**src/rtl/bkpt_pkg.sv**
```systemverilog
package bkpt_pkg;

  // Slot kind codes carried in the control word
  typedef enum logic [1:0] {
    KIND_INSN   = 2'd0,
    KIND_WRITE  = 2'd1,
    KIND_PORT   = 2'd2,
    KIND_ACCESS = 2'd3
  } slotKind_e;

  // Which check the control selected this cycle
  typedef enum logic [1:0] {
    SRC_NONE = 2'd0,
    SRC_INSN = 2'd1,
    SRC_DATA = 2'd2,
    SRC_PORT = 2'd3
  } checkSrc_e;

  // Strobes passed from control to datapath
  typedef struct packed {
    checkSrc_e src;
    logic      writeStatus;
    logic      raise;
    logic      advanceIp;
  } ctrlStrobe_t;

  // Control word layout
  localparam int TYPE_BASE    = 16;
  localparam int LEN_OFS      = 2;
  localparam int FIELD_STRIDE = 4;

  // Span code to byte count: non-linear (code 2 is the widest)
  function automatic logic [3:0] spanBytes(input logic [1:0] code);
    logic [3:0] n;
    case (code)
      2'd0:    n = 4'd1;
      2'd1:    n = 4'd2;
      2'd2:    n = 4'd8;
      default: n = 4'd4;
    endcase
    return n;
  endfunction

endpackage

```
**src/rtl/bkpt_slot_cmp.sv**
```systemverilog
module bkpt_slot_cmp
  import bkpt_pkg::*;
#(
  parameter int ADDR_W = 32,
  parameter int PORT_W = 16,
  parameter int SIZE_W = 4
) (
  input  logic [ADDR_W-1:0] slotAddr,
  input  logic [1:0]        typeCode,
  input  logic [1:0]        lenCode,
  input  logic [ADDR_W-1:0] insnAddr,
  input  logic [ADDR_W-1:0] dataAddr,
  input  logic [SIZE_W-1:0] dataSize,
  input  logic              dataWrite,
  input  logic [PORT_W-1:0] portAddr,
  input  logic [SIZE_W-1:0] portSize,
  output logic              insnMatch,
  output logic              dataMatch,
  output logic              portMatch
);

  // Extra headroom so range ends never wrap
  localparam int EXT_W = ADDR_W + SIZE_W + 1;

  slotKind_e        kind;
  logic [EXT_W-1:0] slotLo, slotHi;
  logic [EXT_W-1:0] dataLo, dataHi;
  logic [EXT_W-1:0] portLo, portHi;
  logic             dataKindOk;
  logic             dataOverlap, portOverlap;

  assign kind = slotKind_e'(typeCode);

  always_comb begin
    slotLo = EXT_W'(slotAddr);
    slotHi = slotLo + EXT_W'(spanBytes(lenCode)) - EXT_W'(1);
    dataLo = EXT_W'(dataAddr);
    dataHi = dataLo + EXT_W'(dataSize) - EXT_W'(1);
    portLo = EXT_W'(portAddr);
    portHi = portLo + EXT_W'(portSize) - EXT_W'(1);
  end

  // Inclusive range overlap; zero-size accesses are excluded
  assign dataOverlap = (dataSize != '0) && (dataHi >= slotLo) && (dataLo <= slotHi);
  assign portOverlap = (portSize != '0) && (portHi >= slotLo) && (portLo <= slotHi);

  assign dataKindOk = (kind == KIND_ACCESS) || ((kind == KIND_WRITE) && dataWrite);

  assign insnMatch = (kind == KIND_INSN) && (insnAddr == slotAddr);
  assign dataMatch = dataKindOk && dataOverlap;
  assign portMatch = (kind == KIND_PORT) && portOverlap;

endmodule

```
**src/rtl/bkpt_match_dp.sv**
```systemverilog
module bkpt_match_dp
  import bkpt_pkg::*;
#(
  parameter int NUM_SLOTS = 4,
  parameter int ADDR_W    = 32,
  parameter int PORT_W    = 16,
  parameter int SIZE_W    = 4,
  localparam int CTRL_W   = TYPE_BASE + FIELD_STRIDE * NUM_SLOTS
) (
  input  logic                        clk,
  input  logic                        rstN,
  input  logic [CTRL_W-1:0]           ctrlWord,
  input  logic [NUM_SLOTS*ADDR_W-1:0] slotAddrFlat,
  input  logic [ADDR_W-1:0]           insnAddr,
  input  logic [ADDR_W-1:0]           dataAddr,
  input  logic [SIZE_W-1:0]           dataSize,
  input  logic                        dataWrite,
  input  logic [PORT_W-1:0]           portAddr,
  input  logic [SIZE_W-1:0]           portSize,
  input  logic [ADDR_W-1:0]           portNextIp,
  input  ctrlStrobe_t                 strobes,
  output logic [NUM_SLOTS-1:0]        insnMask,
  output logic [NUM_SLOTS-1:0]        dataMask,
  output logic [NUM_SLOTS-1:0]        portMask,
  output logic [NUM_SLOTS-1:0]        enMask,
  output logic [NUM_SLOTS-1:0]        hitMask,
  output logic [NUM_SLOTS-1:0]        statusNibble,
  output logic                        dbgReq,
  output logic                        ipUpdValid,
  output logic [ADDR_W-1:0]           ipUpdValue
);

  logic [NUM_SLOTS-1:0] portRaw;
  logic [NUM_SLOTS-1:0] selMask;
  logic [NUM_SLOTS-1:0] hitMaskQ, statusQ;
  logic                 reqQ, ipValidQ;
  logic [ADDR_W-1:0]    ipValueQ;

  for (genvar s = 0; s < NUM_SLOTS; s++) begin : g_slot
    bkpt_slot_cmp #(
      .ADDR_W(ADDR_W),
      .PORT_W(PORT_W),
      .SIZE_W(SIZE_W)
    ) u_cmp (
      .slotAddr (slotAddrFlat[s*ADDR_W +: ADDR_W]),
      .typeCode (ctrlWord[TYPE_BASE + FIELD_STRIDE*s +: 2]),
      .lenCode  (ctrlWord[TYPE_BASE + FIELD_STRIDE*s + LEN_OFS +: 2]),
      .insnAddr (insnAddr),
      .dataAddr (dataAddr),
      .dataSize (dataSize),
      .dataWrite(dataWrite),
      .portAddr (portAddr),
      .portSize (portSize),
      .insnMatch(insnMask[s]),
      .dataMatch(dataMask[s]),
      .portMatch(portRaw[s])
    );
    // local or global enable
    assign enMask[s] = ctrlWord[2*s] | ctrlWord[2*s+1];
  end

  // Port checks consider enabled slots only
  assign portMask = portRaw & enMask;

  if (2 * NUM_SLOTS < TYPE_BASE) begin : g_resv
    logic unusedResvBits;
    assign unusedResvBits = ^ctrlWord[TYPE_BASE-1:2*NUM_SLOTS];
  end

  always_comb begin
    unique case (strobes.src)
      SRC_INSN: selMask = insnMask;
      SRC_DATA: selMask = dataMask;
      SRC_PORT: selMask = portMask;
      default:  selMask = '0;
    endcase
  end

  always_ff @(posedge clk) begin
    if (!rstN) begin
      hitMaskQ <= '0;
      statusQ  <= '0;
      reqQ     <= 1'b0;
      ipValidQ <= 1'b0;
      ipValueQ <= '0;
    end else begin
      hitMaskQ <= selMask;
      reqQ     <= strobes.raise;
      ipValidQ <= strobes.advanceIp;
      if (strobes.writeStatus) statusQ <= selMask;
      if (strobes.advanceIp)   ipValueQ <= portNextIp;
    end
  end

  assign hitMask      = hitMaskQ;
  assign statusNibble = statusQ;
  assign dbgReq       = reqQ;
  assign ipUpdValid   = ipValidQ;
  assign ipUpdValue   = ipValueQ;

  // a request always comes from a slot that was enabled at check time
  p_req_enabled_r6: assert property (@(posedge clk) disable iff (!rstN)
    dbgReq |-> ((hitMask & $past(enMask)) != '0));

  // instruction-pointer update only travels with a request
  p_ip_with_req_r7: assert property (@(posedge clk) disable iff (!rstN)
    ipUpdValid |-> dbgReq);

  // the update carries the next address presented with the port check
  p_ip_value_r7: assert property (@(posedge clk) disable iff (!rstN)
    strobes.advanceIp |=> (ipUpdValue == $past(portNextIp)));

  // a port hit mask never names a disabled slot
  p_port_enabled_r7: assert property (@(posedge clk) disable iff (!rstN)
    (strobes.src == SRC_PORT) |=> ((hitMask & ~$past(enMask)) == '0));

endmodule

```
**src/rtl/bkpt_match_ctl.sv**
```systemverilog
module bkpt_match_ctl
  import bkpt_pkg::*;
#(
  parameter int NUM_SLOTS = 4
) (
  input  logic                 insnValid,
  input  logic                 dataValid,
  input  logic                 portValid,
  input  logic [NUM_SLOTS-1:0] insnMask,
  input  logic [NUM_SLOTS-1:0] dataMask,
  input  logic [NUM_SLOTS-1:0] portMask,
  input  logic [NUM_SLOTS-1:0] enMask,
  output ctrlStrobe_t          strobes
);

  logic portHit, dataEnHit, insnEnHit;

  assign portHit   = |portMask;
  assign dataEnHit = |(dataMask & enMask);
  assign insnEnHit = |(insnMask & enMask);

  // port over data over instruction
  always_comb begin
    strobes = '0;
    if (portValid) begin
      strobes.src         = SRC_PORT;
      strobes.writeStatus = portHit;
      strobes.raise       = portHit;
      strobes.advanceIp   = portHit;
    end else if (dataValid) begin
      strobes.src         = SRC_DATA;
      strobes.writeStatus = dataEnHit;
      strobes.raise       = dataEnHit;
    end else if (insnValid) begin
      strobes.src         = SRC_INSN;
      strobes.writeStatus = 1'b1;   // forced status update
      strobes.raise       = insnEnHit;
    end
  end

endmodule

```
**src/rtl/bkpt_match_top.sv**
```systemverilog
module bkpt_match_top
  import bkpt_pkg::*;
#(
  parameter int NUM_SLOTS = 4,
  parameter int ADDR_W    = 32,
  parameter int PORT_W    = 16,
  parameter int SIZE_W    = 4,
  localparam int CTRL_W   = TYPE_BASE + FIELD_STRIDE * NUM_SLOTS
) (
  input  logic                        clk,
  input  logic                        rstN,
  input  logic [CTRL_W-1:0]           ctrlWord,
  input  logic [NUM_SLOTS*ADDR_W-1:0] slotAddrFlat,
  input  logic                        insnValid,
  input  logic [ADDR_W-1:0]           insnAddr,
  input  logic                        dataValid,
  input  logic [ADDR_W-1:0]           dataAddr,
  input  logic [SIZE_W-1:0]           dataSize,
  input  logic                        dataWrite,
  input  logic                        portValid,
  input  logic [PORT_W-1:0]           portAddr,
  input  logic [SIZE_W-1:0]           portSize,
  input  logic [ADDR_W-1:0]           portNextIp,
  output logic [NUM_SLOTS-1:0]        hitMask,
  output logic [NUM_SLOTS-1:0]        statusNibble,
  output logic                        dbgReq,
  output logic                        ipUpdValid,
  output logic [ADDR_W-1:0]           ipUpdValue
);

  ctrlStrobe_t          strobes;
  logic [NUM_SLOTS-1:0] insnMask, dataMask, portMask, enMask;
  logic                 anyValid;

  assign anyValid = insnValid | dataValid | portValid;

  bkpt_match_dp #(
    .NUM_SLOTS(NUM_SLOTS),
    .ADDR_W   (ADDR_W),
    .PORT_W   (PORT_W),
    .SIZE_W   (SIZE_W)
  ) u_dp (
    .clk         (clk),
    .rstN        (rstN),
    .ctrlWord    (ctrlWord),
    .slotAddrFlat(slotAddrFlat),
    .insnAddr    (insnAddr),
    .dataAddr    (dataAddr),
    .dataSize    (dataSize),
    .dataWrite   (dataWrite),
    .portAddr    (portAddr),
    .portSize    (portSize),
    .portNextIp  (portNextIp),
    .strobes     (strobes),
    .insnMask    (insnMask),
    .dataMask    (dataMask),
    .portMask    (portMask),
    .enMask      (enMask),
    .hitMask     (hitMask),
    .statusNibble(statusNibble),
    .dbgReq      (dbgReq),
    .ipUpdValid  (ipUpdValid),
    .ipUpdValue  (ipUpdValue)
  );

  bkpt_match_ctl #(
    .NUM_SLOTS(NUM_SLOTS)
  ) u_ctl (
    .insnValid(insnValid),
    .dataValid(dataValid),
    .portValid(portValid),
    .insnMask (insnMask),
    .dataMask (dataMask),
    .portMask (portMask),
    .enMask   (enMask),
    .strobes  (strobes)
  );

  // an idle cycle clears the pulses and holds the status nibble
  p_idle_hold_r8: assert property (@(posedge clk) disable iff (!rstN)
    !anyValid |=> (hitMask == '0 && !dbgReq && !ipUpdValid && $stable(statusNibble)));

  // a lone instruction check always rewrites status with its mask
  p_insn_force_r4: assert property (@(posedge clk) disable iff (!rstN)
    (insnValid && !dataValid && !portValid) |=> (statusNibble == hitMask));

  // outputs quiet while reset is held
  p_reset_quiet_r11: assert property (@(posedge clk)
    !rstN |=> (hitMask == '0 && statusNibble == '0 && !dbgReq && !ipUpdValid));

endmodule

```
**config.mk**
```make
export PLATFORM = sky130hd
export DESIGN_NAME = bkpt_match_top
export DESIGN_NICKNAME = d
export VERILOG_FILES = /design/src/rtl/bkpt_pkg.sv /design/src/rtl/bkpt_slot_cmp.sv /design/src/rtl/bkpt_match_dp.sv /design/src/rtl/bkpt_match_ctl.sv /design/src/rtl/bkpt_match_top.sv
export SDC_FILE = /design/constraint.sdc
export NUM_CORES = 1
export LEC_CHECK = 0
export BUFFER_PORTS_ARGS = -buffer_cell sky130_fd_sc_hd__clkbuf_2
export CAP_MARGIN = 40
export CORE_MARGIN = 5
export CORE_UTILIZATION = 53
export CTS_BUF_LIST = sky130_fd_sc_hd__clkbuf_2 sky130_fd_sc_hd__clkbuf_4 sky130_fd_sc_hd__clkbuf_8
export DETAILED_ROUTE_END_ITERATION = 8
export PLACE_DENSITY = 0.73
export SLEW_MARGIN = 10
export SYNTH_ARGS = -nofsm -noshare
export SYNTH_HDL_FRONTEND = slang
export SYNTH_HIERARCHICAL = 1
export SYNTH_SLANG_ARGS = --single-unit
export TNS_END_PERCENT = 100
```
**constraint.sdc**
```tcl
create_clock -name clk -period 6.75 [get_ports clk]
set_input_delay 0 -clock clk [delete_from_list [all_inputs] [get_ports clk]]
set_output_delay 0 -clock clk [all_outputs]
set_load 0.005 [all_outputs]
```
Yosys cells after proc, flatten, opt, wreduce, memory -nomap -nowiden
Index checks and enable logic that the tools add are counted.
W data, S select, Z words.
{ "word_totals": {"regBits": 42, "input_bits": 286, "out_inout_bits": 42, "wordCells": 125} }
{ "classes": {"eq_ne": 27, "n_bitwise": 7, "muxes": 9, "order_cmp": 16, "reduce_logical": 49, "n_addsub": 12} }
{ "op_table": {"columns": ["op", "count"], "rows": [
  ["$ge A37 B32 Y1", 8],
  ["$add A32 B4 Y33", 5],
  ["$le A16 B37 Y1", 4],
  ["$le A32 B37 Y1", 4],
  ["$sub A37 B1 Y37 const B", 4],
  ["$eq A32 B32 Y1", 4],
  ["$pmux W4 S3", 5],
  ["$sub A33 B1 Y34 const B", 1],
  ["$logic_and A1 B1 Y1", 32],
  ["$eq A2 B2 Y1 const B", 14],
  ["$eq A2 B1 Y1 const B", 9],
  ["$sub A17 B1 Y18 const B", 1],
  ["$add A16 B4 Y17", 1],
  ["$logic_not A2 Y1", 8],
  ["$and A4 B4 Y4", 3],
  ["$reduce_or A4 Y1", 3],
  ["$mux W4", 2],
  ["$reduce_bool A4 Y1", 2],
  ["$logic_or A1 B1 Y1", 4],
  ["$or A1 B1 Y1", 4],
  ["$mux W3", 1],
  ["$mux W1", 1]
]} }

Depth between registers and ports, before layout
{ "depth": {"depth_word": 13, "ltp_mapped": 34} }

Cells and area by module
Netlist, hierarchy kept.
{ "by_module_without_submodules": {"columns": ["mod", "area_each_um2", "instances", "cells_per_inst"], "rows": [
  ["bkpt_slot_cmp at u_dp.g_slot[0].u_cmp ...", 7519.7, 3, 1026],
  ["bkpt_slot_cmp at u_dp.g_slot[1].u_cmp", 7614.8, 1, 1030],
  ["bkpt_match_dp", 1614.0, 1, 143],
  ["bkpt_match_ctl", 113.9, 1, 14]
]} }

Worst setup path after synthesis
Ideal clock, no wire load.
{ "synth_path": {"kind": "input port to flip-flop", "startpoint": "input portAddr[1]", "endpoint": "register u_dp.ipValueQ[0] (netlist: u_dp/ipUpdValue[0])", "setup_ns": 0.116, "cell_stages": 32, "path_slack_ns": 0.766, "arrival_ns": 5.868, "path_cell_list": "inv_1 -> ha_1 -> inv_1 -> ha_1 -> inv_1 -> fa_1 -> nor2b_1 -> o21ai_0 -> a21boi_0 -> o21ai_0 -> a21boi_0 -> o2111ai_1 -> a31oi_1 -> o21ai_0 -> ha_1 -> a21o_1 -> a21o_1 -> a21o_1 -> a21o_1 -> a21o_1 -> a21oi_1 -> o21ai_0 -> o221a_2 -> o41ai_1 -> a21oi_1 -> o21a_1 -> nor4_2 -> nor2b_1 -> buf_2 -> buf_6 -> mux2i_1 -> nor2b_1"} }
{ "synth_rtl": {"columns": ["item", "line", "source"], "rows": [
  ["start, declared", "bkpt_match_top.sv:21", "input logic [PORT_W-1:0] portAddr,"],
  ["end signal, assigned", "bkpt_match_dp.sv:91", "if (strobes.advanceIp) ipValueQ <= portNextIp;"],
  ["end, declared", "bkpt_match_dp.sv:37", "logic [ADDR_W-1:0] ipValueQ;"]
]} }

==> flow_metrics.py <==
metrics = {
    "logic_synthesis": {
        "synth.cell_area_mm2": 0.0319,
        "synthTopCellsByArea": "ha_1, inv_1, xnor2_1",
        "synth_xor_area_frac": 0.103,
        "synth_cell_type_count": 101,
        "syn_nets": 5391,
        "synthMuxAreaShare": 0.0132,
        "synth_edf_count": 0,
        "synth_compound_area_frac": 0.261,
        "yosysTopAreaCell": "ha_1",
        "synth_top_family_by_area": "adder cells",
        "yosysMostFrequentCell": "ha_1",
        "synth_common_cells": "ha_1, inv_1, a21oi_1",
        "yosys_most_used_dff": "dfxtp_1",
        "yosys_warnings": 6,
        "synth-seq-cells": 42,
        "synthAdderAreaFrac": 0.332,
        "syn_inst": 4265,
        "synth-async-reset-ratio": 0,
        "ys_seq_area_frac": 0.0264,
        "syn_area_per_cell_um2": 7.48,
        "yosys.area_share.simple": 0.191,
        "post-synth-top-area-fraction": 0.325,
    },
    "routing": {
        "final_antenna_net_count": 0,
        "drt_wl_total_um": 125000,
        "drc": 0,
        "drt_iter0_drc": 3039,
        "drt_pass1_iterations": 8,
        "vias_per_cell": 6.32,
        "vias": 34100,
        "wire_per_inst_um": 23.1,
    },
    "floorplan": {
        "die_area_mm2": 0.0652,
        "die_x_um": 255,
        "die_h_um": 255,
        "core_mm2": 0.0600,
        "row_count": 90,
        "io-pin-count": 328,
        "start_util": 0.532,
    },
    "sta": {
        "finalHoldViolations": 0,
        "worst_slew_pin_slew_ns": 1.07,
        "rsz0062_at_grt": "no",
        "timing.final.ws_setup_ns": 0.312,
        "min_period_ns": 6.44,
        "relSlewSlack": 0.278,
        "fin_skew_ns": 0,
        "fin_tns_setup_ns": 0,
        "fmax_mhz": 155,
        "setup_viol": 0,
        "post-route-period-util": 0.954,
        "finalMaxSlewViolations": 0,
    },
    "critical_path": {
        "worst-path-buf-inv": 9,
        "reg2reg_from": "u_dp/ipUpdValue[28]",
        "cp-end-kind": "flip-flop",
        "worstPathArrival_ns": 6.61,
        "worstRegToRegCells": 2,
        "critical-path-max-stage-delay_ns": 0.38,
        "crit_path_frequent_cell": "a21o_1",
        "critical_path_class": "input pin to flip-flop",
        "slowest_stage": "nor4_4",
        "r2r_slack_ns": 5.99,
        "path_max_fanout": 21,
        "cp_data_required_time_ns": 6.92,
        "r2r_end": "u_dp/ipUpdValue[28]",
        "cp-start-kind": "input pin",
        "cpLargestDelayFamily": "compound AO/OA/AOI/OAI gates",
        "crit_cells": 36,
    },
    "clock_network": {
        "clk_pin_slew_worst_paths_ns": 0.08,
        "cts_sinks": 42,
        "cts-root-buf": "clkbuf_8",
        "cts_tree": "built",
        "post_cts_buffers": 0,
        "clk_latency_ns": 0.29,
        "cts-buffers-inserted": 5,
        "clock_path_buffers": 2,
        "cts_max_level": 2,
    },
    "grt": {
        "grtUsageTotal": 0.357,
        "antenna_found_initial": 7,
        "grt_max_degree": 43,
        "grt_pass1_wl_um": 184000,
        "gr-total-overflow": 0,
        "grt_pass1_vias": 31900,
    },
    "power_and_ir_drop": {
        "max-vdd-ir-drop_mv": 0.0856,
        "power.leakage_uw": 0.0182,
        "powerDensity_mw_per_mm2": 128,
        "p_total_uw": 4500,
    },
    "worst_hold_path": {
        "min_path_cells": 3,
        "min_from": "portValid",
        "hold_path_class": "input pin to flip-flop",
        "hold_end": "u_dp/dbgReq",
    },
    "run_status": {
        "outcome": "completed",
    },
    "place": {
        "gp_congestion": 1.06,
        "io_buffer_count": 319,
        "dp_slack_ns": -0.0958,
        "place_area_mm2": 0.0346,
        "hpwl_um": 103000,
    },
    "layout": {
        "layout.nets": 5738,
        "layout-drive-gt1-share": 0.102,
        "areaGrowthSynthToFinish_pct": 9.75,
        "final_cell_area_mm2": 0.0350,
        "final_util": 0.583,
    },
    "flow_run": {
        "drv_cap": 0,
    },
}
cell families after synthesis:
family,count (synthesis)
AO/OA/AOI/OAI,1229
XOR/XNOR,372
adder cells (fa/ha/maj),840
buffers and inverters,612
flip-flops,42
multiplexers,42
AND/OR/NAND/NOR,1128
cells in the final DEF (no fill, tap or decap), types with 20 or more instances in the layout:
cell	Yosys	final
o31ai_1	23	23
nor2_1	251	251
a21oi_1	332	332
and2_1	29	29
a31oi_1	29	29
xnor2_1	241	241
clkbuf_2	0	318
nand2_1	174	174
a211oi_1	41	41
mux2i_1	42	42
inv_1	566	566
and3_1	22	22
buf_4	3	34
xor2_1	126	126
or3_1	23	23
ha_1	828	828
o21ai_0	233	230
nor2b_1	126	125
o21bai_1	38	38
dfxtp_1	42	42
nand2b_1	48	48
nor4_1	41	41
nor3_1	45	45
dlygate4sd3_1	0	31
nand4_1	154	154
nor3b_1	20	20
o211ai_1	44	44
o21a_1	64	64
a21o_1	213	213
nand3_1	91	91
metal layers:
layer	global-route usage	vias up	wire, um
met3	0.0708	350	12100
met2	0.560	1630	52600
li1	-	16300	-
met1	0.455	15900	50700
met4	0.209	2	9350
met5	0	-	13
flip-flops by register name, summed over array words and instances (netlist names):
| name | cells |
|---|---|
| u_dp/ipUpdValue | 32 |
| u_dp/hitMask | 4 |
| u_dp/statusNibble | 4 |
| u_dp/dbgReq | 1 |
| u_dp/ipUpdValid | 1 |
final cells by class:
cell class	count	area [um^2]
clock inverters	1	30.0
clock buffers	6	82.6
inverters	566	2120
multi-input cells	3611	28800
repair buffers	386	2190
flip-flops and latches	42	841
diodes	4	10.0
well taps	782	978
fillers	5778	25000
worst reg2reg max path, delay by kind of cell (launching register included):
kind             cells  cell delay, ns
DFF                  1            0.32
muxes                1            0.22
and+or+nand+nor      1            0.11
worst max-delay path by stage:
stage          slack (ns)         from                  end
6_report             0.31  portAddr[1]  u_dp/ipUpdValue[28]
5_1_grt             0.005  portAddr[1]  u_dp/ipUpdValue[23]
4_1_cts              0.16  portAddr[1]  u_dp/ipUpdValue[28]
3_5_place_dp         -0.1  portAddr[1]   u_dp/ipUpdValue[5]
3_3_place_gp         0.13  portAddr[1]  u_dp/ipUpdValue[14]
2_1_floorplan        0.77  portAddr[1]   u_dp/ipUpdValue[0]
stage by stage:
stage / cells / hold WS [ns]
final: 5398 / 0.130
after global routing: 5395 / 0.0630
after floorplan: 4265 / 0.128
after CTS: 5393 / 0.0198
after global placement: 5354 / 0.253
after detailed placement: 5356 / 0.266
where the power goes:
group / switching [uW] / total, uW / internal (uW) / leakage, uW
logic: 2360 / 4020 / 1660 / 0.0178
clock network: 86.7 / 205 / 118 / 0.0000573
registers: 8.44 / 272 / 264 / 0.000342
total: 2450 / 4500 / 2040 / 0.0182
what timing repair did:
item | 4_1_cts | 5_1_grt
hold buffers | 30 | 1
endpoints found under the setup margin | 0 | 38
endpoints found under the hold margin | 30 | 1
resized for setup | 0 | 9
(Power assumes the default switching activity.)
